$ cat src/rtl/pm_evt_pkg.sv
package pm_evt_pkg;

    localparam int DATA_W   = 16;
    localparam int BIT_TMR  = 0;
    localparam int BIT_GLK  = 5;
    localparam int BIT_PWR  = 8;
    localparam int BIT_RTC  = 10;

    localparam logic [DATA_W-1:0] STS_MASK =
        (DATA_W'(1) << BIT_TMR) | (DATA_W'(1) << BIT_GLK) |
        (DATA_W'(1) << BIT_PWR) | (DATA_W'(1) << BIT_RTC);

    typedef enum logic [1:0] {
        SEL_STS  = 2'd0,
        SEL_EN   = 2'd1,
        SEL_CTL  = 2'd2,
        SEL_NONE = 2'd3
    } pm_sel_e;

    typedef struct packed {
        logic    hit;
        pm_sel_e sel;
    } pm_dec_t;

    typedef struct packed {
        logic rtc;
        logic pwr;
        logic glk;
        logic tmr;
    } pm_evt_t;

    function automatic pm_sel_e word_select(input logic [7:0] wix);
        case (wix)
            8'd0:    return SEL_STS;
            8'd1:    return SEL_EN;
            8'd2:    return SEL_CTL;
            default: return SEL_NONE;
        endcase
    endfunction

    function automatic logic [DATA_W-1:0] evt_bits(input pm_evt_t e);
        logic [DATA_W-1:0] v;
        v = '0;
        v[BIT_TMR] = e.tmr;
        v[BIT_GLK] = e.glk;
        v[BIT_PWR] = e.pwr;
        v[BIT_RTC] = e.rtc;
        return v;
    endfunction

endpackage

$ cat src/rtl/pm_window_decode.sv
module pm_window_decode
    import pm_evt_pkg::*;
#(
    parameter int ADDR_W   = 16,
    parameter int WIN_BITS = 6
) (
    input  logic              clk,
    input  logic              rst,
    input  logic [31:0]       cfg_base,
    input  logic [7:0]        cfg_ctl,
    input  logic [ADDR_W-1:0] io_addr,
    output pm_dec_t           dec
);
    localparam int BASE_W = ADDR_W - WIN_BITS;

    logic [BASE_W-1:0] base_q;
    logic              open_q;
    logic [7:0]        wix;

    always_ff @(posedge clk) begin
        if (rst) begin
            base_q <= '0;
            open_q <= 1'b0;
        end else begin
            base_q <= cfg_base[ADDR_W-1:WIN_BITS];
            open_q <= cfg_ctl[0];
        end
    end

    always_comb begin
        wix     = 8'(io_addr[WIN_BITS-1:1]);
        dec.hit = open_q && (io_addr[ADDR_W-1:WIN_BITS] == base_q);
        dec.sel = word_select(wix);
    end

    logic unused_cfg;
    assign unused_cfg = ^{cfg_base[31:ADDR_W], cfg_base[WIN_BITS-1:0],
                          cfg_ctl[7:1], io_addr[0]};

    // a closed configuration in the previous cycle gives no hit now
    a_r10_closed_no_hit: assert property (@(posedge clk) disable iff (rst)
        !$past(cfg_ctl[0]) |-> !dec.hit);

endmodule

$ cat src/rtl/pm_status_reg.sv
module pm_status_reg
    import pm_evt_pkg::*;
(
    input  logic              clk,
    input  logic              rst,
    input  pm_evt_t           evt,
    input  logic              clr_we,
    input  logic [DATA_W-1:0] clr_data,
    output logic [DATA_W-1:0] sts_q
);
    logic [DATA_W-1:0] clr_mask;
    logic [DATA_W-1:0] sts_d;

    always_comb begin
        clr_mask = clr_we ? clr_data : '0;
        sts_d    = ((sts_q & ~clr_mask) | evt_bits(evt)) & STS_MASK;
    end

    always_ff @(posedge clk) begin
        if (rst) sts_q <= '0;
        else     sts_q <= sts_d;
    end

    // a pulse always leaves its bit set, even against a clear
    a_r4_pulse_wins: assert property (@(posedge clk) disable iff (rst)
        evt.tmr |=> sts_q[BIT_TMR]);
    // a clear without a competing pulse empties the bit
    a_r3_clear: assert property (@(posedge clk) disable iff (rst)
        (clr_we && clr_data[BIT_PWR] && !evt.pwr) |=> !sts_q[BIT_PWR]);
    // without pulses or writes the status holds
    a_r2_hold: assert property (@(posedge clk) disable iff (rst)
        (!clr_we && evt == '0) |=> $stable(sts_q));

endmodule

$ cat src/rtl/pm_enable_ctl.sv
module pm_enable_ctl
    import pm_evt_pkg::*;
(
    input  logic              clk,
    input  logic              rst,
    input  logic              we_en,
    input  logic              we_ctl,
    input  logic [DATA_W-1:0] wdata,
    output logic [DATA_W-1:0] en_q,
    output logic [DATA_W-1:0] ctl_q
);
    always_ff @(posedge clk) begin
        if (rst) begin
            en_q  <= '0;
            ctl_q <= '0;
        end else begin
            if (we_en)  en_q  <= wdata;
            if (we_ctl) ctl_q <= wdata;
        end
    end

    // a write lands in full at the next edge
    a_r7_en_write: assert property (@(posedge clk) disable iff (rst)
        we_en |=> (en_q == $past(wdata)));
    a_r7_ctl_write: assert property (@(posedge clk) disable iff (rst)
        we_ctl |=> (ctl_q == $past(wdata)));

endmodule

$ cat src/rtl/pm_event_ctl.sv
module pm_event_ctl
    import pm_evt_pkg::*;
#(
    parameter int ADDR_W   = 16,
    parameter int WIN_BITS = 6
) (
    input  logic              clk,
    input  logic              rst,
    input  logic [31:0]       cfg_base,
    input  logic [7:0]        cfg_ctl,
    input  logic [ADDR_W-1:0] io_addr,
    input  logic              io_wr,
    input  logic              io_rd,
    input  logic [15:0]       io_wdata,
    output logic [15:0]       io_rdata,
    input  logic              ev_tmr,
    input  logic              ev_glock,
    input  logic              ev_pwrbtn,
    input  logic              ev_rtc,
    output logic              sci,
    output logic              tmr_arm
);
    pm_dec_t           dec;
    pm_evt_t           evt;
    logic [DATA_W-1:0] sts_q;
    logic [DATA_W-1:0] en_q;
    logic [DATA_W-1:0] ctl_q;
    logic              wr_sts;
    logic              wr_en;
    logic              wr_ctl;

    pm_window_decode #(.ADDR_W(ADDR_W), .WIN_BITS(WIN_BITS)) u_dec (
        .clk(clk), .rst(rst), .cfg_base(cfg_base), .cfg_ctl(cfg_ctl),
        .io_addr(io_addr), .dec(dec)
    );

    always_comb begin
        evt.tmr = ev_tmr;
        evt.glk = ev_glock;
        evt.pwr = ev_pwrbtn;
        evt.rtc = ev_rtc;
        wr_sts  = io_wr && dec.hit && (dec.sel == SEL_STS);
        wr_en   = io_wr && dec.hit && (dec.sel == SEL_EN);
        wr_ctl  = io_wr && dec.hit && (dec.sel == SEL_CTL);
    end

    pm_status_reg u_sts (
        .clk(clk), .rst(rst), .evt(evt), .clr_we(wr_sts),
        .clr_data(io_wdata), .sts_q(sts_q)
    );

    pm_enable_ctl u_enc (
        .clk(clk), .rst(rst), .we_en(wr_en), .we_ctl(wr_ctl),
        .wdata(io_wdata), .en_q(en_q), .ctl_q(ctl_q)
    );

    always_comb begin
        io_rdata = '0;
        if (io_rd && dec.hit) begin
            case (dec.sel)
                SEL_STS: io_rdata = sts_q;
                SEL_EN:  io_rdata = en_q;
                SEL_CTL: io_rdata = ctl_q;
                default: io_rdata = '0;
            endcase
        end
    end

    always_comb begin
        sci     = |(sts_q & en_q & STS_MASK);
        tmr_arm = en_q[BIT_TMR] && !sts_q[BIT_TMR];
    end

    // no read strobe, no data
    a_r11_idle_rdata: assert property (@(posedge clk) disable iff (rst)
        !io_rd |-> (io_rdata == '0));
    // an enabled RTC pulse raises the interrupt one edge later
    a_r5_rtc_raises: assert property (@(posedge clk) disable iff (rst)
        (ev_rtc && en_q[BIT_RTC] && !io_wr) |=> sci);
    // a freshly latched timer event drops the arm request
    a_r6_arm_drops: assert property (@(posedge clk) disable iff (rst)
        $rose(sts_q[BIT_TMR]) |-> !tmr_arm);

endmodule

$ cat config.mk
export PLATFORM = sky130hd
export DESIGN_NAME = pm_event_ctl
export DESIGN_NICKNAME = d
export VERILOG_FILES = /design/src/rtl/pm_evt_pkg.sv /design/src/rtl/pm_window_decode.sv /design/src/rtl/pm_status_reg.sv /design/src/rtl/pm_enable_ctl.sv /design/src/rtl/pm_event_ctl.sv
export SDC_FILE = /design/constraint.sdc
export NUM_CORES = 1
export LEC_CHECK = 0
export BUFFER_PORTS_ARGS = -buffer_cell sky130_fd_sc_hd__buf_2
export CAP_MARGIN = 20
export CORE_MARGIN = 2
export CORE_UTILIZATION = 52
export DETAILED_ROUTE_END_ITERATION = 7
export GPL_ROUTABILITY_DRIVEN = 0
export MAX_ROUTING_LAYER = met4
export PLACE_DENSITY = 0.88
export SLEW_MARGIN = 20
export SYNTH_ARGS = -nofsm -noshare
export SYNTH_HDL_FRONTEND = slang
export SYNTH_HIERARCHICAL = 1
export SYNTH_SLANG_ARGS = --single-unit
export TNS_END_PERCENT = 1
$ cat constraint.sdc
create_clock -name clk -period 7.2 [get_ports clk]
set_clock_uncertainty 0.05 [all_clocks]
set_input_delay 1.44 -clock clk [delete_from_list [all_inputs] [get_ports clk]]
set_output_delay 1.44 -clock clk [all_outputs]
set_load 0.01 [all_outputs]
==> summary.md <==
| Metric | Value |
|---|---|
| Status | completed |
| Buffers on Ports | 67 |
| Share of cells above drive strength 1 | 30.8% |
| Initial antenna violation count | 0 |
| P_leak | 0.00109 uW |
| Top cells by area, synth | dfxtp_1, mux2i_1, a211oi_2 |
| Async set-reset flop share out of synthesis | 0% |
| # hold bufs at CTS | 0 |
| Crit path required time | 5.71 ns |
| Post-synth EDFFs | 0 |
| Root buf cell | clkbuf_8 |
| Setup TNS Final | 0 ns |
| Filler Cell Count | 421 |
| #FFs+latches synth | 47 |
| Minimum clock period | 5.18 ns |
| Post-synth cell types | 27 |
| RSZ-0062 raised after global routing | false |
| HPWL after detailed placement | 3470 microns |
| Crit end category | output pin |
| Final hold violation count | 0 |
| Avg Cell Area, Syn | 9.73 sq um |
| CTS Buffer Depth | 2 |
| Worst setup SP type | input port |
| R2R depth | 8 |
| Max-slew headroom | 43.5% |
| Pin count of the biggest net entering global routing | 48 |
| R2R Path Start | u_dec/base_q[8]$_SDFF_PP0_ |
| CTS Buf Count | 5 |
| Placed Instances | 361 |
| Final std cells w/o fill | 369 |
| TritonCTS clock tree | yes |
| # setup viols final | 0 |
| Actual slew at the worst max-slew pin | 0.848 ns |
| H-tree depth | 2 |
| Post-CTS Resized | 0 |
| Setup crit start | io_addr[5] |
| Worst Slack Setup Final | 2.02 ns |
| Critical Path End | io_rdata[5] |
| HP Start | u_sts/sts_q[8]$_SDFF_PP0_ |
| RR Endpoint | u_enc/en_q[6]$_SDFFE_PP0P_ |
| Final ANT Viol Nets | 0 |
| Final Max Tran Viols | 0 |
| Top-area cell type share of the netlist area | 37.9% |
| Clk_lat worst skew | 0.29 ns |
| Hold crit path type | reg -> reg |
| Initial core utilization | 53.2% |
| Most common cell in the netlist | dfxtp_1 |
| Maximum fanout along the worst path | 19 |
| Final antenna diode count | 0 |
| First-pass GRT wire length | 7860 microns |
| Synth Flop Type | dfxtp_1 |
| Routed len/inst | 13.2 microns |
| Largest area contributor in the netlist | dfxtp_1 |
| 1st-pass router iterations | 4 |
| Grt total ovfl | 0 |
| Final Util | 60.8% |
| Clock Sinks | 47 |
| # DRC | 0 |
| Setup Buffers After CTS | 0 |
| Total GRT Usage | 19.6% |
| PwrDens | 178 mW/mm^2 |
| YS warnings | 6 |
| Worst vdd ir | 0.000128 V |
| Synth Cell Area | 0.00248 sq mm |
| Post-Syn Instances | 255 |
| Crit path kind | in -> out |
| Row cnt | 25 |
| Vias per cell | 5.16 |
| Core region area | 0.00466 sq mm |
| Die area | 0.00534 sq mm |
| R2r setup slk | 4.66 ns |
| DRT iter0 DRCs | 39 |
| Commonest cells post-synth | dfxtp_1, nor2_1, mux2i_1, nor2b_1, a211oi_1 |
| Vias after detailed routing | 1,905 |
| Die Y | 73.1 microns |
| # IOs | 98 |
| Fmax | 193 MHz |
| Crit share post-route | 71.9% |
| WP data arrival | 3.69 ns |
| Die W | 73.1 microns |
| Seq/Total Area, Yosys | 37.9% |
| Worst-path clk slew | 0.08 ns |
| Nets | 394 |
| Max-cap viol count | 0 |
| Area delta synth->final | 14.2% |
| Post-Route WL | 4870 microns |
| DP Worst Slack | 2.03 ns |
| Hold depth | 2 |
| Vias in the first global route | 1,874 |
-- critical path: stages --
cell,delay (ns)
buf_2,0.10
or4_1,0.89
buf_4,0.38
nand2_1,0.13
nand3_4,0.25
a211oi_1,0.31
buf_2,0.19
-- layout by cell type, fill, tap and decap left out, drive strengths merged --
master,n
a211oi,32
a22oi,2
a311oi,4
and2b,2
buf,71
bufinv,1
clkbuf,6
clkinv,1
conb,12
dfxtp,47
inv,4
mux2i,32
nand2,3
nand2b,16
nand3,2
nand4,2
nor2,36
nor2b,26
nor3,2
nor3b,2
or4,2
xnor2,10
-- power by group --
part | leakage, uW | internal (uW) | switching, uW
Combinational | 0.000647 | 20.5 | 19.4
Clock | 0.0000612 | 112 | 84.1
Sequential | 0.000383 | 265 | 2.59
Total | 0.00109 | 397 | 106
-- cells by family (layout without fill, tap and decap cells) --
group	count (synthesis)	in the layout	synth area share (%)
AOI/OAI and AO/OA	38	38	14.7
xor gates and xnor gates	10	10	3.53
buffers and inverters	34	83	10.6
DFF	47	47	37.9
muxes	32	32	12.9
other	1	12	0.151
and+or+nand+nor	93	93	20.1
-- per-layer routing --
metal / track usage [%] / vias to the layer above / routed length, microns
met4: 7.82 / 0 / 79
met5: - / - / 0
met2: 35.2 / 42 / 2480
li1: - / 969 / -
met3: 4.56 / 7 / 177
met1: 20.4 / 887 / 2140
-- registers in the layout, indices dropped and copies added (netlist names) --
| name | count |
|---|---|
| u_enc/ctl_q | 16 |
| u_enc/en_q | 16 |
| u_dec/base_q | 10 |
| u_sts/sts_q | 4 |
| u_dec/open_q | 1 |
-- final cells by class --
class                           count  area [sq um]  area share, %
Timing Repair Buffer               71           365           12.9
Tap cell                           54          67.6           2.38
Clock inverter                      2          35.0           1.24
Inverter                            4          15.0          0.530
Sequential cell                    47           941           33.2
Clock buffer                        6          82.6           2.91
Multi-Input combinational cell    185          1330           46.8
-- how the worst min path moves through the flow --
stage / end / slack (ns)
after floorplan: u_sts/sts_q[8]$_SDFF_PP0_ / 0.41
after global placement: u_sts/sts_q[8]$_SDFF_PP0_ / 0.42
after detailed placement: u_enc/ctl_q[5]$_SDFFE_PP0P_ / 0.44
after CTS: u_sts/sts_q[8]$_SDFF_PP0_ / 0.45
after global routing: u_enc/ctl_q[5]$_SDFFE_PP0P_ / 0.48
final: u_sts/sts_q[8]$_SDFF_PP0_ / 0.45
-- stage by stage --
step           area (sq um)  total power, uW  hold slack, ns
3_3_place_gp           2720              312           0.423
5_1_grt                2830              526           0.475
4_1_cts                2830              512           0.449
6_report               2830              504           0.448
3_5_place_dp           2720              313           0.435
2_1_floorplan          2520              300           0.410
Note: power is estimated with default switching activity, not from simulation.
